`config.mk`:
```
export PLATFORM = sky130hd
export DESIGN_NAME = audrx_top
export DESIGN_NICKNAME = d
export VERILOG_FILES = /design/src/rtl/audrx_pkg.sv /design/src/rtl/audrx_sync.sv /design/src/rtl/audrx_timer.sv /design/src/rtl/audrx_lane.sv /design/src/rtl/audrx_top.sv
export SDC_FILE = /design/constraint.sdc
export NUM_CORES = 1
export LEC_CHECK = 0
export ABC_CLOCK_PERIOD_IN_PS = 6600
export BUFFER_PORTS_ARGS = -buffer_cell sky130_fd_sc_hd__buf_2
export CAP_MARGIN = 40
export CORE_ASPECT_RATIO = 0.5
export CORE_MARGIN = 4
export CORE_UTILIZATION = 55
export CTS_BUF_LIST = sky130_fd_sc_hd__clkbuf_8
export CTS_CLUSTER_SIZE = 8
export DETAILED_ROUTE_END_ITERATION = 8
export PLACE_DENSITY = 0.76
export SLEW_MARGIN = 0
export SYNTH_ARGS = -nofsm -noshare
export SYNTH_HDL_FRONTEND = slang
export SYNTH_SLANG_ARGS = --single-unit
```
`constraint.sdc`:
```
create_clock -name clk -period 6.6 [get_ports clk]
set_input_delay 0.66 -clock clk [delete_from_list [all_inputs] [get_ports clk]]
set_output_delay 0.66 -clock clk [all_outputs]
set_load 0.02 [all_outputs]
```
`src/rtl/audrx_pkg.sv`:
```
package audrx_pkg;
  localparam int IDX_W  = 6;
  localparam int WORD_W = 24;

  typedef struct packed {
    logic [IDX_W-1:0] first;
    logic [IDX_W-1:0] last;
    logic             short_word;
    logic             reserved;
    logic             slave_only;
  } fmt_t;

  function automatic fmt_t decode_fmt(input logic [2:0] code);
    fmt_t f;
    f = '{first: 6'd1, last: 6'd24, short_word: 1'b0, reserved: 1'b0, slave_only: 1'b0};
    case (code)
      3'd0: begin f.first = 6'd0;  f.last = 6'd23; end
      3'd1: begin f.first = 6'd1;  f.last = 6'd24; end
      3'd2: begin f.first = 6'd16; f.last = 6'd31; f.short_word = 1'b1; end
      3'd3: begin f.first = 6'd8;  f.last = 6'd31; end
      3'd4: begin f.first = 6'd0;  f.last = 6'd23; f.slave_only = 1'b1; end
      3'd5: begin f.reserved = 1'b1; end
      3'd6: begin f.first = 6'd8;  f.last = 6'd23; f.short_word = 1'b1; f.slave_only = 1'b1; end
      default: begin f.first = 6'd0; f.last = 6'd23; f.slave_only = 1'b1; end
    endcase
    return f;
  endfunction

  function automatic logic [WORD_W-1:0] place_word(input logic [WORD_W-1:0] sh,
                                                   input logic short_word);
    return short_word ? {sh[15:0], 8'h00} : sh;
  endfunction
endpackage

```
`src/rtl/audrx_sync.sv`:
```
module audrx_sync #(
  parameter int STAGES = 2
) (
  input  logic clk,
  input  logic rst_n,
  input  logic d_in,
  output logic d_out
);
  logic [STAGES-1:0] chain;

  always_ff @(posedge clk or negedge rst_n) begin
    if (!rst_n) chain <= '0;
    else        chain <= {chain[STAGES-2:0], d_in};
  end

  assign d_out = chain[STAGES-1];
endmodule

```
`src/rtl/audrx_timer.sv`:
```
module audrx_timer
  import audrx_pkg::*;
(
  input  logic             clk,
  input  logic             rst_n,
  input  logic             ev,
  input  logic             lr_now,
  input  logic             lrck_pol,
  output logic [IDX_W-1:0] cur_idx,
  output logic             restart,
  output logic             commit,
  output logic             ended_left
);
  logic             started, armed, lr_last;
  logic [IDX_W-1:0] idx_q;
  logic             lr_change;

  assign lr_change  = started && (lr_now != lr_last);
  assign restart    = ev && lr_change;
  assign commit     = restart && armed;
  assign ended_left = (lr_last == lrck_pol);

  always_comb begin
    if (!started || lr_change)  cur_idx = '0;
    else if (&idx_q)            cur_idx = idx_q;
    else                        cur_idx = idx_q + 1'b1;
  end

  always_ff @(posedge clk or negedge rst_n) begin
    if (!rst_n) begin
      started <= 1'b0;
      armed   <= 1'b0;
      lr_last <= 1'b0;
      idx_q   <= '0;
    end else if (ev) begin
      started <= 1'b1;
      lr_last <= lr_now;
      idx_q   <= cur_idx;
      if (restart) armed <= 1'b1;
    end
  end

  p_idx_restart_r4: assert property (@(posedge clk) disable iff (!rst_n)
    restart |=> (idx_q == '0));

  p_idx_advance_r4: assert property (@(posedge clk) disable iff (!rst_n)
    (ev && started && !lr_change && !(&idx_q)) |=> (idx_q == $past(idx_q) + 6'd1));
endmodule

```
`src/rtl/audrx_lane.sv`:
```
module audrx_lane
  import audrx_pkg::*;
(
  input  logic              clk,
  input  logic              rst_n,
  input  logic              ev,
  input  logic              restart,
  input  logic              commit,
  input  logic              ended_left,
  input  logic              allow,
  input  logic [IDX_W-1:0]  cur_idx,
  input  logic [IDX_W-1:0]  win_first,
  input  logic [IDX_W-1:0]  win_last,
  input  logic              win_short,
  input  logic              sd,
  output logic [WORD_W-1:0] left_q,
  output logic [WORD_W-1:0] right_q,
  output logic              pair_done
);
  logic [WORD_W-1:0] sh;
  logic              in_win;
  logic [WORD_W-1:0] word;

  assign in_win = (cur_idx >= win_first) && (cur_idx <= win_last);
  assign word   = place_word(sh, win_short);

  always_ff @(posedge clk or negedge rst_n) begin
    if (!rst_n) begin
      sh        <= '0;
      left_q    <= '0;
      right_q   <= '0;
      pair_done <= 1'b0;
    end else begin
      pair_done <= commit && !ended_left && allow;
      if (ev) begin
        if (restart) begin
          if (commit) begin
            if (ended_left) left_q  <= word;
            else            right_q <= word;
          end
          sh <= in_win ? {{(WORD_W-1){1'b0}}, sd} : '0;
        end else if (in_win) begin
          sh <= {sh[WORD_W-2:0], sd};
        end
      end
    end
  end

  p_hold_r6: assert property (@(posedge clk) disable iff (!rst_n)
    !commit |=> ($stable(left_q) && $stable(right_q)));
endmodule

```
`src/rtl/audrx_top.sv`:
```
module audrx_top
  import audrx_pkg::*;
#(
  parameter int NUM_LANES   = 2,
  parameter int SYNC_STAGES = 2
) (
  input  logic                              clk,
  input  logic                              rst_n,
  input  logic [2:0]                        cfg_mode,
  input  logic                              cfg_bclk_pol,
  input  logic                              cfg_lrck_pol,
  input  logic                              cfg_master,
  input  logic                              bclk_in,
  input  logic                              lrck_in,
  input  logic [NUM_LANES-1:0]              sd_in,
  output logic [NUM_LANES-1:0][WORD_W-1:0]  left_out,
  output logic [NUM_LANES-1:0][WORD_W-1:0]  right_out,
  output logic [NUM_LANES-1:0]              valid_out,
  output logic                              mode_err
);
  fmt_t             fmt;
  logic             fmt_bad;
  logic             bclk_s, bclk_d, lrck_s;
  logic [NUM_LANES-1:0] sd_s;
  logic             act_edge;
  logic [IDX_W-1:0] cur_idx;
  logic             restart, commit, ended_left;
  logic             err_q;

  assign fmt     = decode_fmt(cfg_mode);
  assign fmt_bad = fmt.reserved || (cfg_master && fmt.slave_only);

  audrx_sync #(.STAGES(SYNC_STAGES)) u_sync_bclk (.clk(clk), .rst_n(rst_n), .d_in(bclk_in), .d_out(bclk_s));
  audrx_sync #(.STAGES(SYNC_STAGES)) u_sync_lrck (.clk(clk), .rst_n(rst_n), .d_in(lrck_in), .d_out(lrck_s));

  always_ff @(posedge clk or negedge rst_n) begin
    if (!rst_n) begin
      bclk_d <= 1'b0;
      err_q  <= 1'b0;
    end else begin
      bclk_d <= bclk_s;
      err_q  <= err_q | fmt_bad;
    end
  end

  assign act_edge = cfg_bclk_pol ? (bclk_s & ~bclk_d) : (~bclk_s & bclk_d);
  assign mode_err = err_q;

  audrx_timer u_timer (
    .clk(clk), .rst_n(rst_n), .ev(act_edge), .lr_now(lrck_s), .lrck_pol(cfg_lrck_pol),
    .cur_idx(cur_idx), .restart(restart), .commit(commit), .ended_left(ended_left)
  );

  for (genvar g = 0; g < NUM_LANES; g++) begin : g_lane
    audrx_sync #(.STAGES(SYNC_STAGES)) u_sync_sd (
      .clk(clk), .rst_n(rst_n), .d_in(sd_in[g]), .d_out(sd_s[g])
    );
    audrx_lane u_lane (
      .clk(clk), .rst_n(rst_n), .ev(act_edge), .restart(restart), .commit(commit),
      .ended_left(ended_left), .allow(!(err_q || fmt_bad)), .cur_idx(cur_idx),
      .win_first(fmt.first), .win_last(fmt.last), .win_short(fmt.short_word),
      .sd(sd_s[g]), .left_q(left_out[g]), .right_q(right_out[g]), .pair_done(valid_out[g])
    );
  end

  p_err_sticky_r9: assert property (@(posedge clk) disable iff (!rst_n)
    err_q |=> err_q);

  p_err_raise_r9: assert property (@(posedge clk) disable iff (!rst_n)
    fmt_bad |=> err_q);

  p_no_valid_err_r10: assert property (@(posedge clk) disable iff (!rst_n)
    err_q |-> (valid_out == '0));

  p_valid_pulse_r7: assert property (@(posedge clk) disable iff (!rst_n)
    (valid_out != '0) |=> (valid_out == '0));
endmodule

```
# Word-level counts from Yosys, hierarchy flattened
# Cells that the tools add are included.
# totals
reg_bits	164
in_bits	12
out_inout_bits	99
elab_cells	71
# classes
n_addsub	1
magnitude_cmp	2
eq_ne	7
n_mux	15
bitwise	6
reduce_logical	23
# op_table
operator	n
2-to-1 mux 24 bit	6
case mux 11 bit (4 select lines)	1
2-to-1 mux 6 bit	2
AND reduction 4 bit	2
logical AND 1 bit	7
adder 6 x 1 -> 6 bit (second input constant)	1
equality test 3 x 2 -> 1 bit (second input constant)	2
equality test 3 bit (second input constant)	2
greater-or-equal comparator 6 x 5 -> 1 bit	1
less-or-equal comparator 6 bit	1
2-to-1 mux 1 bit	6
AND reduction 6 bit	1
OR reduction 5 bit	1
AND reduction 2 bit	2
OR reduction 2 bit	2
equality test 3 x 1 -> 1 bit (second input constant)	1
zero test 1 bit	3
zero test 3 bit	1
logical OR 1 bit	3
inverter 1 bit	3
AND 1 bit	2
nonzero test 2 bit	1
equality test 1 bit	1
!= test 1 bit	1
OR 1 bit	1

# Logic depth before layout (Yosys ltp)
# depth
ltp_word	8
depth_mapped	14
depth_no_buf	11

# Modules after synthesis
# Synthesis repeated with hierarchy kept, for this count alone.
# hier_totals
hier_cells	767
area_unflattened_um2	7962.6
# by_module_without_submodules
module	n_inst	cells_each	area_per_inst_um2
audrx_lane	2	338	3535.9
audrx_timer	1	64	554.3
audrx_sync	4	2	50.0
audrx_top	1	19	136.4

# Worst setup path after synthesis
# OpenSTA, ideal clock, no wires.
# synth_timing
kind	reg2reg
start	reg u_timer.idx_q[0]
end	reg g_lane[0].u_lane.sh[1]
setup_time_ps	79
arrival_ps	2824
required_time_ps	6521
setup_slack_ps	3696
stages_incl_launch_ff	15
n_path_buf	3
cell_sequence	dfrtp_1 ha_1 and2_1 nand2b_1 clkbuf_1 mux2i_1 nor2_1 ha_1 nand2b_1 a21oi_1 o221a_2 a211oi_2 buf_6 buf_6 mux2i_1
# synth_between
elab_chain_cells	7
# synth_rtl
item	line	text
start, declared	audrx_timer.sv:15	logic [IDX_W-1:0] idx_q;
start signal, assigned	audrx_timer.sv:38	idx_q <= cur_idx;
adder 6 x 1 -> 6 bit or AND reduction 6 bit (tied branches)	audrx_timer.sv:26, audrx_timer.sv:25	
2-to-1 mux 6 bit *	audrx_timer.sv:25	else if (&idx_q) cur_idx = idx_q;
2-to-1 mux 6 bit *	audrx_timer.sv:24	if (!started || lr_change) cur_idx = '0;
net cur_idx[1]	audrx_top.sv:26	logic [IDX_W-1:0] cur_idx;
greater-or-equal comparator 6 x 5 -> 1 bit or less-or-equal comparator 6 bit (tied branches)	audrx_lane.sv:24	assign in_win = (cur_idx >= win_first) && (cur_idx <= win_last);
logical AND 1 bit *	audrx_lane.sv:24	
nonzero test 2 bit (no line) *	--	
AND reduction 2 bit (no line) *	--	
end signal, assigned	audrx_lane.sv:41	sh <= in_win ? {{(WORD_W-1){1'b0}}, sd} : '0;
end signal, assigned	audrx_lane.sv:43	sh <= {sh[WORD_W-2:0], sd};
end, declared	audrx_lane.sv:20	logic [WORD_W-1:0] sh;
# The timed path passes the listed nets; every way through them passes the cells marked *.
# A chain may end at the register's enable or synchronous reset.

# Final worst setup path
# layout_timing
start	reg u_timer.idx_q[0]
end	reg g_lane[0].u_lane.sh[2]
# Same word-level chain as after synthesis.

==> reports/metrics.yaml <==
p_sw_share_pct: 29.3
insertion_delay_ns: 0.45
synthFlopType: "dfrtp_1"
fin_tns_setup_ns: 0
dpl.hpwl_mm: 9.45
cp_slowest_cell: "buf_4"
ys_ff_latch: 164
synthArstFlopShare_pct: 100
min_path_type: "primary input to asynchronous set/reset pin"
ys_seq_area_share_pct: 57.9
clk_pin_slew_ns: 0.09
combPwrFrac_pct: 16.5
overflow: 0
endpoint_kind: "register"
status: "finished clean"
timing.fmax_mhz: 292
cts_tree: "done"
syn-num-nets: 542
worstSetupPathType: "register to register"
grt_pass1_vias: 4514
hold_buffers: 0
clock-sinks: 164
yosysTopAreaCellShare_pct: 57.9
multi_input_area_mm2: 0.00279
die_x_um: 169
fillers: 927
globalplace.congestion: 0.786
routed_wirelength_mm: 13.3
start_util_pct: 58.2
syn-cell-area_mm2: 0.00709
cts_made_buffers: 17
htree_num_levels: 4
clock_path_buffers: 2
grt_max_degree: 86
grt_first_pass_wirelength_mm: 22.9
die_h_um: 88.3
switchingPower_mw: 0.641
syn2layout_area_growth_pct: 15.9
avgRoutedWirePerCell_um: 16.4
powerDensity_mw_per_mm2: 267
fp.dieArea_mm2: 0.0149
ys_warn_count: 0
fin_crit_sh_pct: 51.9
ant_nets: 0
grt_setup_unrepaired: "false"
p_int_mw: 1.55
drive_gt1_share_pct: 42.0
synth-edff-count: 0
first_iter_violations: 243
drc_errors: 0
cp.required_ns: 6.97
cap_violations: 0
fin_area_mm2: 0.00822
start_kind: "register"
final-seq-area_mm2: 0.00410
core_mm2: 0.0122
num_vias: 4309
worst_pin_slew_ns: 0.828
p_total_mw: 2.19
vdd_ir_drop_max_mv: 0.164
cts_root_buf: "clkbuf_8"
routed_via_density: 5.33
antenna_found_initial: 0
final_cell_mix: "164 x dfrtp_1, 109 x mux2_2, 109 x buf_2"
place_area_mm2: 0.00783
portBuffers: 110
drv_slew: 0
layout_commonest_cell: "dfrtp_1"
cp_max_fo: 48
seqPwrFrac_pct: 51.4
ctsResizeCount: 0
fp-row-count: 28
p_clk_share_pct: 32.1
finalNetCount: 650
period_needed_ns: 3.43
synthCells: 522
static-leakage-power_nw: 4.33
synth_top_area_cell: "dfrtp_1"
hold_ws_ns: 0.245
hold_viol: 0
finalSetupViolations: 0
syn_avg_cell_area_um2: 13.6
cpPeakStageDelay_ns: 0.66
synth_area_leaders: "dfrtp_1 58%, mux2_2 17%, mux2i_1 6.9%"
drtPass1Iterations: 4
cts_setup_buffers: 0
path_cells: "ha_1 > and2_1 > nand2b_1 > mux2i_1 > nor2_1 > ha_1 > nand2b_1 > a21oi_1 > o221a_2 > a211oi_4 > buf_4 > mux2i_1"
antenna_cells: 0
fin_skew_ns: 0.0140
slew_headroom_pct: 44.8
io_pins: 111
yosys.cell_types.count: 41
track_usage_pct: 19.4
ff2ff_path_depth: 12
cp_data_arrival_time_ns: 3.79
==> cells in the mapped netlist, types with 2 or more instances <==
master and count:
a21oi_1 9, a31oi_1 2, and2_1 18, and3_1 2, buf_2 6, buf_4 9, buf_6 3, clkbuf_1 12
dfrtp_1 164, ha_1 8, inv_1 9, mux2_1 21, mux2_2 109, mux2i_1 49, nand2_1 59, nand2b_1 5
nand3_1 3, nor2_1 5, nor2b_1 2, o21ai_0 4, xor2_1 3
==> worst max-delay path: cells and delay by family, from the launching register on <==
kind	cells	cell delay, ns
AO/OA/AOI/OAI	3	0.56
adder cells (fa/ha/maj)	2	0.60
buffers and inverters	1	0.66
flip-flops	1	0.44
multiplexers	2	0.50
AND/OR/NAND/NOR	4	0.54
==> cell families (layout without fill, tap and decap cells) <==
group | count (synthesis) | after routing | synth area share, %
DFF | 164 | 164 | 57.9
xor gates and xnor gates | 5 | 5 | 0.724
and+or+nand+nor | 100 | 100 | 6.72
buffers and inverters | 40 | 161 | 3.02
muxes | 179 | 179 | 27.6
AOI/OAI and AO/OA | 26 | 26 | 2.68
adders and majority gates | 8 | 8 | 1.41
==> routing by layer <==
layer	up-vias	GRT usage, %	share of wire [%]
met1	2176	27.2	48
li1	2039	-	-
met5	-	0	0
met3	10	4.64	3.7
met2	84	31.2	48
met4	0	5.30	0.88
==> flip-flops by register name (all words and copies together), names as in the netlist <==
signal,flops
bclk_d,1
g_lane.u_lane.right_q,48
g_lane.u_lane.pair_done,1
mode_err,1
g_lane.u_lane.left_q,48
u_timer.idx_q,6
u_timer.started,1
u_sync_bclk.chain,2
g_lane.u_sync_sd.chain,4
u_timer.armed,1
u_sync_lrck.chain,2
u_timer.lr_last,1
g_lane.u_lane.sh,48
==> worst paths after layout <==
| path | startpoint | endpoint | slack (ns) |
|---|---|---|---|
| worst min-delay path | rst_n | g_lane[0].u_lane.right_q[17] | 0.24 |
| worst max register to register | u_timer.idx_q[0] | g_lane[0].u_lane.sh[2] | 3.17 |
| min in group clk | sd_in[0] | g_lane[0].u_sync_sd.chain[0] | 0.31 |
| worst max-delay path | u_timer.idx_q[0] | g_lane[0].u_lane.sh[2] | 3.17 |
| worst min register to register | u_sync_lrck.chain[0] | u_sync_lrck.chain[1] | 0.36 |
| max in group asynchronous | rst_n | g_lane[1].u_lane.sh[13] | 5.22 |
==> area by class of cell <==
cell class | instances | share of cell area (%)
Timing Repair Buffer | 120 | 8.42
Multi-Input combinational cell | 318 | 34.0
Inverter | 9 | 0.411
Clock buffer | 19 | 3.18
Clock inverter | 13 | 1.52
Tap cell | 165 | 2.51
Sequential cell | 164 | 49.9
==> power groups by stage <==
stage | combinational [mW] | clock (mW) | sequential [mW]
5_1_grt | 0.401 | 0.771 | 1.14
6_report | 0.362 | 0.702 | 1.13
3_5_place_dp | 0.367 | 0 | 1.15
4_1_cts | 0.369 | 0.716 | 1.13
3_3_place_gp | 0.349 | 0 | 1.14
2_1_floorplan | 0.185 | 0 | 1.19
==> stage by stage <==
stage / instances / util [%] / setup WS, ns
after global routing: 808 / 67.4 / 2.92
final: 808 / 67.4 / 3.17
after detailed placement: 776 / 64.2 / 3.22
after CTS: 808 / 67.4 / 3.19
after floorplan: 522 / - / 3.70
after global placement: 772 / 63.5 / 2.75
(Power assumes the default switching activity.)
